`src/rtl/dq_pkg.sv`:
```
package dq_pkg;
  typedef enum logic [2:0] {
    RA_ORG_LO = 3'd0,
    RA_ORG_HI = 3'd1,
    RA_LAST   = 3'd2,
    RA_CONS   = 3'd3,
    RA_PROD   = 3'd4,
    RA_CTRL   = 3'd5,
    RA_IDLE   = 3'd6,
    RA_STAT   = 3'd7
  } reg_addr_e;
endpackage

```
`src/rtl/dq_regs.sv`:
```
module dq_regs
  import dq_pkg::*;
#(
  parameter int HALF_W = 16,
  parameter int PTR_W  = 16,
  parameter int THR_W  = 3,
  parameter int TMR_W  = 16,
  localparam int ADDR_W = 2 * HALF_W
) (
  input  logic              clk,
  input  logic              rst,
  input  logic              host_wr,
  input  logic [2:0]        host_addr,
  input  logic [HALF_W-1:0] host_wdata,
  input  logic [PTR_W-1:0]  prod_idx,
  input  logic              flag,
  input  logic              full,
  output logic [ADDR_W-1:0] origin,
  output logic [PTR_W-1:0]  last_idx,
  output logic [PTR_W-1:0]  cons_idx,
  output logic              dma_en,
  output logic [THR_W-1:0]  thr,
  output logic [TMR_W-1:0]  idle_lim,
  output logic              flag_clr,
  output logic [HALF_W-1:0] host_rdata
);
  logic [HALF_W-1:0] org_lo, org_hi;

  assign origin   = {org_hi, org_lo};
  assign flag_clr = host_wr && (host_addr == RA_STAT) && host_wdata[0];

  always_ff @(posedge clk) begin
    if (rst) begin
      org_lo   <= '0;
      org_hi   <= '0;
      last_idx <= '0;
      cons_idx <= '0;
      dma_en   <= 1'b0;
      thr      <= '0;
      idle_lim <= '0;
    end else if (host_wr) begin
      case (host_addr)
        RA_ORG_LO: org_lo   <= host_wdata;
        RA_ORG_HI: org_hi   <= host_wdata;
        RA_LAST:   last_idx <= host_wdata[PTR_W-1:0];
        RA_CONS:   cons_idx <= host_wdata[PTR_W-1:0];
        RA_CTRL: begin
          dma_en <= host_wdata[0];
          thr    <= host_wdata[THR_W:1];
        end
        RA_IDLE:   idle_lim <= host_wdata[TMR_W-1:0];
        default: ;
      endcase
    end
  end

  always_ff @(posedge clk) begin
    if (rst) host_rdata <= '0;
    else begin
      case (host_addr)
        RA_ORG_LO: host_rdata <= org_lo;
        RA_ORG_HI: host_rdata <= org_hi;
        RA_LAST:   host_rdata <= HALF_W'(last_idx);
        RA_CONS:   host_rdata <= HALF_W'(cons_idx);
        RA_PROD:   host_rdata <= HALF_W'(prod_idx);
        RA_CTRL:   host_rdata <= HALF_W'({thr, dma_en});
        RA_IDLE:   host_rdata <= HALF_W'(idle_lim);
        default:   host_rdata <= HALF_W'({full, flag});
      endcase
    end
  end
endmodule

```
`src/rtl/dq_wptr.sv`:
```
module dq_wptr #(
  parameter int PTR_W  = 16,
  parameter int ADDR_W = 32
) (
  input  logic              clk,
  input  logic              rst,
  input  logic              req,
  input  logic              en,
  input  logic [ADDR_W-1:0] origin,
  input  logic [PTR_W-1:0]  last_idx,
  input  logic [PTR_W-1:0]  cons_idx,
  output logic              grant,
  output logic              ack,
  output logic [ADDR_W-1:0] slot_addr,
  output logic [PTR_W-1:0]  prod_idx,
  output logic              full
);
  logic [PTR_W-1:0] prod_next;

  assign prod_next = (prod_idx >= last_idx) ? '0 : prod_idx + 1'b1;
  assign full      = (prod_next == cons_idx);
  assign grant     = req && en && !full && !ack;

  always_ff @(posedge clk) begin
    if (rst) begin
      prod_idx  <= '0;
      ack       <= 1'b0;
      slot_addr <= '0;
    end else begin
      ack <= grant;
      if (grant) begin
        slot_addr <= origin + ADDR_W'({prod_idx, 2'b00});
        prod_idx  <= prod_next;
      end
    end
  end

  AST_ACK_PULSE: assert property (@(posedge clk) disable iff (rst)
    ack |=> !ack);
  AST_ACK_NEEDS_EN: assert property (@(posedge clk) disable iff (rst)
    $rose(ack) |-> $past(en && req));
  AST_PROD_HOLDS: assert property (@(posedge clk) disable iff (rst)
    !grant |=> $stable(prod_idx));
  AST_PROD_WRAP: assert property (@(posedge clk) disable iff (rst)
    (grant && (prod_idx >= last_idx)) |=> (prod_idx == '0));
endmodule

```
`src/rtl/dq_status.sv`:
```
module dq_status #(
  parameter int THR_W = 3,
  parameter int TMR_W = 16,
  localparam int CNT_W = 2 ** THR_W
) (
  input  logic             clk,
  input  logic             rst,
  input  logic             grant,
  input  logic [THR_W-1:0] thr,
  input  logic [TMR_W-1:0] idle_lim,
  input  logic             clr,
  output logic             flag
);
  logic [CNT_W-1:0] cnt, cnt_inc;
  logic [CNT_W:0]   group;
  logic [TMR_W-1:0] tmr, tmr_inc;
  logic             wr_evt, idle_evt, evt;

  assign cnt_inc  = cnt + 1'b1;
  assign tmr_inc  = tmr + 1'b1;
  assign group    = (CNT_W+1)'(1) << thr;
  assign wr_evt   = grant && ({1'b0, cnt_inc} >= group);
  assign idle_evt = !grant && (cnt != '0) && (idle_lim != '0) && (tmr_inc >= idle_lim);
  assign evt      = wr_evt || idle_evt;

  always_ff @(posedge clk) begin
    if (rst) begin
      cnt  <= '0;
      tmr  <= '0;
      flag <= 1'b0;
    end else begin
      if (grant)         cnt <= wr_evt ? '0 : cnt_inc;
      else if (idle_evt) cnt <= '0;
      if (grant || idle_evt || cnt == '0) tmr <= '0;
      else                                tmr <= tmr_inc;
      if (evt)      flag <= 1'b1;
      else if (clr) flag <= 1'b0;
    end
  end

  AST_FLAG_STICKY: assert property (@(posedge clk) disable iff (rst)
    (flag && !clr) |=> flag);
  AST_SET_BEATS_CLEAR: assert property (@(posedge clk) disable iff (rst)
    (grant && thr == '0) |=> flag);
endmodule

```
`src/rtl/dq_ptr_mgr.sv`:
```
module dq_ptr_mgr #(
  parameter int HALF_W = 16,
  parameter int PTR_W  = 16,
  parameter int THR_W  = 3,
  parameter int TMR_W  = 16,
  localparam int ADDR_W = 2 * HALF_W
) (
  input  logic              clk,
  input  logic              rst,
  input  logic              host_wr,
  input  logic [2:0]        host_addr,
  input  logic [HALF_W-1:0] host_wdata,
  output logic [HALF_W-1:0] host_rdata,
  input  logic              dma_req,
  output logic              dma_ack,
  output logic [ADDR_W-1:0] dma_addr,
  output logic              q_full,
  output logic              status_flag
);
  logic [ADDR_W-1:0] origin;
  logic [PTR_W-1:0]  last_idx, cons_idx, prod_idx;
  logic              dma_en, flag_clr, grant;
  logic [THR_W-1:0]  thr;
  logic [TMR_W-1:0]  idle_lim;

  dq_regs #(.HALF_W(HALF_W), .PTR_W(PTR_W), .THR_W(THR_W), .TMR_W(TMR_W)) u_regs (
    .clk(clk), .rst(rst), .host_wr(host_wr), .host_addr(host_addr),
    .host_wdata(host_wdata), .prod_idx(prod_idx), .flag(status_flag),
    .full(q_full), .origin(origin), .last_idx(last_idx), .cons_idx(cons_idx),
    .dma_en(dma_en), .thr(thr), .idle_lim(idle_lim), .flag_clr(flag_clr),
    .host_rdata(host_rdata)
  );

  dq_wptr #(.PTR_W(PTR_W), .ADDR_W(ADDR_W)) u_wptr (
    .clk(clk), .rst(rst), .req(dma_req), .en(dma_en), .origin(origin),
    .last_idx(last_idx), .cons_idx(cons_idx), .grant(grant), .ack(dma_ack),
    .slot_addr(dma_addr), .prod_idx(prod_idx), .full(q_full)
  );

  dq_status #(.THR_W(THR_W), .TMR_W(TMR_W)) u_status (
    .clk(clk), .rst(rst), .grant(grant), .thr(thr), .idle_lim(idle_lim),
    .clr(flag_clr), .flag(status_flag)
  );

  AST_NO_ACK_WHEN_FULL: assert property (@(posedge clk) disable iff (rst)
    (q_full && !host_wr) |=> !dma_ack);
endmodule

```
`config.mk`:
```
export PLATFORM = sky130hd
export DESIGN_NAME = dq_ptr_mgr
export DESIGN_NICKNAME = d
export VERILOG_FILES = /design/src/rtl/dq_pkg.sv /design/src/rtl/dq_regs.sv /design/src/rtl/dq_wptr.sv /design/src/rtl/dq_status.sv /design/src/rtl/dq_ptr_mgr.sv
export SDC_FILE = /design/constraint.sdc
export NUM_CORES = 1
export LEC_CHECK = 0
export CORE_ASPECT_RATIO = 1.75
export CORE_MARGIN = 4
export CORE_UTILIZATION = 60
export CTS_BUF_LIST = sky130_fd_sc_hd__clkbuf_4 sky130_fd_sc_hd__clkbuf_8
export DETAILED_ROUTE_END_ITERATION = 6
export PLACE_DENSITY = 0.91
export SLEW_MARGIN = 10
export SYNTH_ARGS = -nofsm -noshare
export SYNTH_HDL_FRONTEND = slang
export SYNTH_SLANG_ARGS = --single-unit
```
`constraint.sdc`:
```
create_clock -name clk -period 5.5 [get_ports clk]
set_clock_uncertainty 0.2 [all_clocks]
set_input_delay 1.1 -clock clk [delete_from_list [all_inputs] [get_ports clk]]
set_output_delay 1.1 -clock clk [all_outputs]
set_load 0.01 [all_outputs]
```
==> results.toml, run 1 <==
[status]
status = "finished, final reports clean"

[cells_and_area]
nNetsFinal = 1350
final_cell_area_um2 = 11090
fin_util_pct = 69.50
drive_gt1_share_pct = 6.802
n_antenna_cell = 0
syn2layout_area_growth_pct = 13.59
final_cells = 1468

[drt]
wl_per_cell_um = 22.26
detail-route-antenna-nets = 0
routed-via-count = 9369
post_drt_via_cell_ratio = 6.382
drc = 0
first_pass_iters = 7
drtIter0Drc = 1018
wl_um = 32690

[sta]
slew_violations = 0
finalSetupViolCount = 0
setup_tns_ps = 0
fin_hold_ws_ps = 265.7
finalHoldViolations = 0
worst_slack_ps = 153.8
rsz0062_at_grt = "false"
fin_crit_ps = 5346
tightest_slew_ps = 1144
slew-limit-headroom_pct = 23.29
max_freq_mhz = 187.0
period_share_pct = 97.20

[power]
p_clk_share_pct = 36.6
p_sw_share_pct = 29.83
p_comb_share_pct = 10.4
power_mw = 2.457
power_frac_seq_pct = 52.9
p_per_area_nw_per_um2 = 221.6
ir_drop_uv = 196.0
intPower_mw = 1.724
switching_power_mw = 0.7330
leakage_nw = 3.927

[synth]
synth.top_cell.area_share_pct = 35.69
syn-num-nets = 1301
synthTopCellsByArea = "dfxtp_1 36%, nand2_1 8.1%, ha_1 7.7%, a21oi_1 6.1%, xnor2_1 4.2%"
synthCells = 1217
yosysSeqAreaShare_pct = 35.69
syn_area_um2 = 9759
yosysWarnings = 0
yosys_register_bits = 174
synth-edff-count = 0
async_flop_share_pct = 0
synth.distinct_cells = 72
postSynthAreaPerCell_um2 = 8.019
ys.flop_type = "dfxtp_1"
yosys.area.top_type = "dfxtp_1"

[placement]
post-place-ws_ps = 409.9
dp.cells = 1434
portBuffers = 73
dp_hpwl_um = 24420
placed_cell_area_um2 = 10610
finalWeightedCongestion = 0.9857

[clock_tree]
worstSkewPairLatency_ps = 460
clockBufferDepth = 2
cts.sinks = 174
ctsHtreeMaxLevel = 4
clk_pin_slew_ps = 100
ctsHoldBuffers = 0
cts_tree = "done"
cts_buffers = 17
cts-root-buf = "clkbuf_8"

[global_routing]
grt_pass1_vias = 9258
grt_usage_pct = 34.97
grt_pass1_wl_um = 50050
grt_max_degree = 82
grt-ovfl-total = 0
antenna_found_initial = 1

[die]
die_height_um = 176.7
die_w_um = 104.4
row_count = 61
initial_core_util_pct = 61.18
ios = 74
core_area_um2 = 15950
dieArea_um2 = 18450

[setup_path]
r2r_cells = 13
r2r_slack_ps = 1150
critPathSlowestCell = "dfxtp_1"
cp-end-kind = "primary output"
cp_max_fo = 8
start_kind = "register"
critPathKind = "register to primary output"
cpPeakStageDelay_ps = 570
arrival_ps = 4050
critPathRequiredTime_ps = 4200
path_cells = "ha_1 -> nand4_1 -> nor4_1 -> xnor2_1 -> nor3b_1 -> a32oi_1 -> a2bb2oi_1 -> nor4b_4 -> and2_1 -> clkdlybuf4s50_1"

[flow_run]
cap_violations = 0

[worst_hold_path]
hp-class = "register to register"
min_path_cells = 2
[sequential cells by signal (all words and copies together) (netlist names), 3 cells and up]
name / cells
u_regs.org_lo: 16
u_regs.cons_idx: 16
u_regs.last_idx: 16
u_regs.org_hi: 16
u_wptr.slot_addr: 32
u_regs.host_rdata: 16
u_wptr.prod_idx: 16
u_status.cnt: 8
u_regs.idle_lim: 16
u_regs.thr: 3
u_status.tmr: 16
[layout make-up]
class	instances	area, um2
clock inverters	14	147.6
flip-flops and latches	174	3486
multi-input cells	917	5842
inverters	62	232.7
clock buffers	18	247.7
repair buffers	94	893.4
well taps	189	236.5
fillers	1275	4866
[cell usage in the layout, fill, tap and decap left out, types with 4 or more instances in the layout]
cell type,n
xnor2_1,47
o21ai_0,37
nand4_1,8
nand2b_1,6
nand3_1,44
or2_2,4
buf_4,21
and2_1,6
a21boi_0,4
o21a_1,7
mux2_2,8
a211oi_1,16
nor2b_1,26
nor2_1,94
mux2i_1,33
a21oi_1,118
clkdlybuf4s50_1,71
nor4_1,15
xor2_1,18
nand3b_1,15
and3_1,11
o22a_1,4
nand2_1,211
a22oi_1,16
or3_1,7
dfxtp_1,172
clkbuf_8,18
a221oi_1,5
a21o_1,14
ha_1,60
o32ai_1,5
a31oi_1,4
inv_1,61
nor3_1,13
[synth_stat cells, types with 3 or more instances]
cell type / number
a2111oi_1: 3
a21oi_1: 118
o211ai_1: 3
o21a_1: 7
nand3b_1: 15
and3_1: 11
a211o_1: 3
nor3_1: 14
mux2_2: 8
o21ai_0: 38
a21boi_0: 4
o32ai_1: 5
a211oi_1: 16
o311a_1: 3
mux4_2: 3
dfxtp_1: 174
nand2_1: 211
nor4_1: 15
nand2b_1: 6
a22oi_1: 16
nand4_1: 8
xor2_1: 18
nor2b_1: 26
buf_4: 6
or3_1: 7
mux2i_1: 33
ha_1: 60
or2_2: 4
xnor2_1: 47
and2_1: 6
a222oi_1: 3
nor2_1: 94
a221oi_1: 5
clkbuf_1: 56
inv_1: 61
o22a_1: 4
nand3_1: 44
a21o_1: 14
a31oi_1: 5
[metal layers]
layer	share of wire, %	vias to the layer above	global-route usage (%)	wire length (um)
met4	10	2	30.01	3296
li1	-	4346	-	-
met2	48	518	60.01	15850
met3	7.8	178	7.338	2543
met1	34	4325	36.00	10990
met5	0.031	-	0	10
[critical path: cells and delay by family, from the launching register on]
family	cells	cell delay [ps]
simple gates	5	1550
flops	1	570
buf+inv	1	540
fa+ha+maj	1	350
xor+xnor	1	310
compound gates	2	270
[power groups by stage]
stage	registers [mW]	logic (mW)	clock network [mW]
final	1.30	0.256	0.900
after global routing	1.30	0.271	0.956
after CTS	1.30	0.239	0.906
after detailed placement	1.33	0.238	0
after global placement	1.33	0.236	0
after floorplan	1.32	0.141	0
[cell families (layout without fill, tap and decap cells)]
logic type / Yosys count / after routing / share of synthesized area, %
and+or+nand+nor: 473 / 473 / 22.26
AOI/OAI and AO/OA: 272 / 273 / 17.87
DFF: 174 / 174 / 35.69
buffers and inverters: 127 / 188 / 5.218
xor gates and xnor gates: 66 / 66 / 6.064
adders and majority gates: 61 / 61 / 7.897
muxes: 44 / 44 / 5.000
[final timing paths]
kind / startpoint / endpoint
setup / recovery: u_wptr.prod_idx[1]$_SDFFE_PP0P_ / q_full
setup reg to reg: u_wptr.prod_idx[1]$_SDFFE_PP0P_ / u_status.flag$_SDFFE_PP0P_
hold / removal: u_regs.last_idx[11]$_SDFFE_PP0P_ / u_regs.last_idx[11]$_SDFFE_PP0P_
hold reg to reg: u_regs.last_idx[11]$_SDFFE_PP0P_ / u_regs.last_idx[11]$_SDFFE_PP0P_
[timing repair]
| item | in CTS | in global routing |
|---|---|---|
| gates resized for setup | 1 | 11 |
| setup endpoints to repair | 1 | 1 |
| setup buffers | 0 | 1 |
| pin swaps | 1 | 4 |
| gates cloned | 0 | 1 |
| hold endpoints to repair | 0 | 0 |
Power figures use the tool's default switching activity.
==> run 2: changes to the inputs <==
--- a/config.mk
+++ b/config.mk
@@ -10,6 +10,7 @@
 export CORE_UTILIZATION = 60
 export CTS_BUF_LIST = sky130_fd_sc_hd__clkbuf_4 sky130_fd_sc_hd__clkbuf_8
 export DETAILED_ROUTE_END_ITERATION = 6
+export MAX_ROUTING_LAYER = met4
 export PLACE_DENSITY = 0.91
 export SLEW_MARGIN = 10
 export SYNTH_ARGS = -nofsm -noshare
==> results.toml, run 2 (synthesized netlist as in run 1, its figures left out) <==
[setup_path]
cp_max_fo = 8
start_kind = "register"
arrival_ps = 3970
critPathRequiredTime_ps = 4200
critPathKind = "register to primary output"
reg2reg_to = "u_wptr.prod_idx[13]$_SDFFE_PP0P_"
r2r_slack_ps = 1060
crit-reg2reg-launch = "u_wptr.prod_idx[0]$_SDFFE_PP0P_"
cp-end-kind = "primary output"
r2r_cells = 15

[drt]
detail-route-antenna-nets = 0
drc = 0
routed-via-count = 9432
post_drt_via_cell_ratio = 6.416
wl_per_cell_um = 22.04
drtIter0Drc = 974
wl_um = 32410
first_pass_iters = 7

[die]
core_area_um2 = 15950
die_height_um = 176.7
dieArea_um2 = 18450
ios = 74
die_w_um = 104.4
row_count = 61
initial_core_util_pct = 61.18

[placement]
placed_cell_area_um2 = 10610
dp_hpwl_um = 24650
portBuffers = 73
finalWeightedCongestion = 1.032
post-place-ws_ps = 571.8

[sta]
period_share_pct = 95.87
tightest_slew_ps = 1179
slew-limit-headroom_pct = 21.35
max_freq_mhz = 189.6
finalSetupViolCount = 0
finalHoldViolations = 0
worst_slack_ps = 227.0
fin_crit_ps = 5273
slew_violations = 0

[power]
p_per_area_nw_per_um2 = 221.6
leakage_nw = 3.936
ir_drop_uv = 152.0
power_mw = 2.457

[clock_tree]
ctsHoldBuffers = 0
cts.sinks = 174
clockBufferDepth = 2
worstSkewPairLatency_ps = 460
ctsHtreeMaxLevel = 4
cts_tree = "done"
clk_pin_slew_ps = 100
cts-root-buf = "clkbuf_8"
cts_buffers = 17

[worst_hold_path]
min_path_cells = 2
hp-class = "register to register"
worst_hold_path.endpoint = "u_regs.last_idx[13]$_SDFFE_PP0P_"
min-delay-start = "u_regs.last_idx[13]$_SDFFE_PP0P_"

[global_routing]
grt_pass1_vias = 9160
grt-ovfl-total = 0
grt_usage_pct = 35.76
grt_max_degree = 85
antenna_found_initial = 0
grt_pass1_wl_um = 49880

[cells_and_area]
syn2layout_area_growth_pct = 13.56
regArea_um2 = 3488
largest_register_ffs = 32
nNetsFinal = 1352
top_register = "u_wptr.slot_addr"
final_cell_area_um2 = 11080
n_antenna_cell = 0
final_cell_mix = "211 x nand2_1, 170 x dfxtp_1, 118 x a21oi_1"
final_common_cell = "nand2_1"
drive_gt1_share_pct = 7.104
fillers = 1324
multi_input_area_um2 = 5819

[status]
status = "finished, final reports clean"

[flow_run]
cap_violations = 0
run 2: worst max path at each step:
stage	slack, ps	endpoint	startpoint
2_1_floorplan	1030	q_full	u_wptr.prod_idx[0]$_SDFFE_PP0P_
3_3_place_gp	560	q_full	u_regs.last_idx[13]$_SDFFE_PP0P_
3_5_place_dp	570	q_full	u_wptr.prod_idx[15]$_SDFFE_PP0P_
4_1_cts	50	q_full	u_wptr.prod_idx[15]$_SDFFE_PP0P_
5_1_grt	-20	q_full	u_wptr.prod_idx[0]$_SDFFE_PP0P_
6_report	230	q_full	u_wptr.prod_idx[0]$_SDFFE_PP0P_
run 2: final cells by class:
| class | count | area share, % |
|---|---|---|
| Timing Repair Buffer | 97 | 8.264 |
| Inverter | 62 | 2.100 |
| Clock buffer | 18 | 2.235 |
| Tap cell | 189 | 2.134 |
| Multi-Input combinational cell | 916 | 52.51 |
| Sequential cell | 174 | 31.47 |
| Clock inverter | 14 | 1.287 |
run 2: per-stage QoR:
stage                     hold slack (ps)  utilization, %  setup TNS [ps]  cells
final                               264.6           69.48               0   1470
after detailed placement            251.5           66.53               0   1435
after global routing                292.4           69.48          -23.92   1470
after global placement              243.0           66.53               0   1435
after floorplan                     232.7               -               0   1217
after CTS                           264.8           68.98               0   1467
run 2: timing repair:
action	in CTS	in global routing
setup endpoints to repair	0	1
buffers inserted	0	3
gates resized for setup	0	12
run 2: worst max-delay path, stage by stage (launching register included):
cell and delay (ps):
dfxtp_1 350, inv_1 90, ha_1 280, nand2b_1 170
a2111oi_4 400, a2111oi_4 80, buf_4 190, buf_4 140
or3_4 430, nor2_1 120, o2111ai_1 190, nor4b_4 350
and2_1 190, clkdlybuf4s50_1 550
run 2: where the power goes:
group,leakage [nW],total [mW],internal (mW),switching (mW)
clock network,0.198,0.903,0.352,0.551
logic,2.33,0.253,0.0983,0.155
registers,1.41,1.30,1.28,0.0230
run 2: metal layers:
metal  up-vias  GRT usage [%]  routed length [um]
li1       4335              -                   -
met2       504          59.95               15700
met4         0          31.34                3443
met3       207          5.330                2200
met1      4386          36.15               11060
met5         -              -                   0
==> run 3: changes to the inputs <==
--- a/config.mk
+++ b/config.mk
@@ -5,6 +5,7 @@
 export SDC_FILE = /design/constraint.sdc
 export NUM_CORES = 1
 export LEC_CHECK = 0
+export ABC_CLOCK_PERIOD_IN_PS = 5500
 export CORE_ASPECT_RATIO = 1.75
 export CORE_MARGIN = 4
 export CORE_UTILIZATION = 60
==> results of run 3 <==
The final DEF is identical to that of run 2; final timing and power are the same.
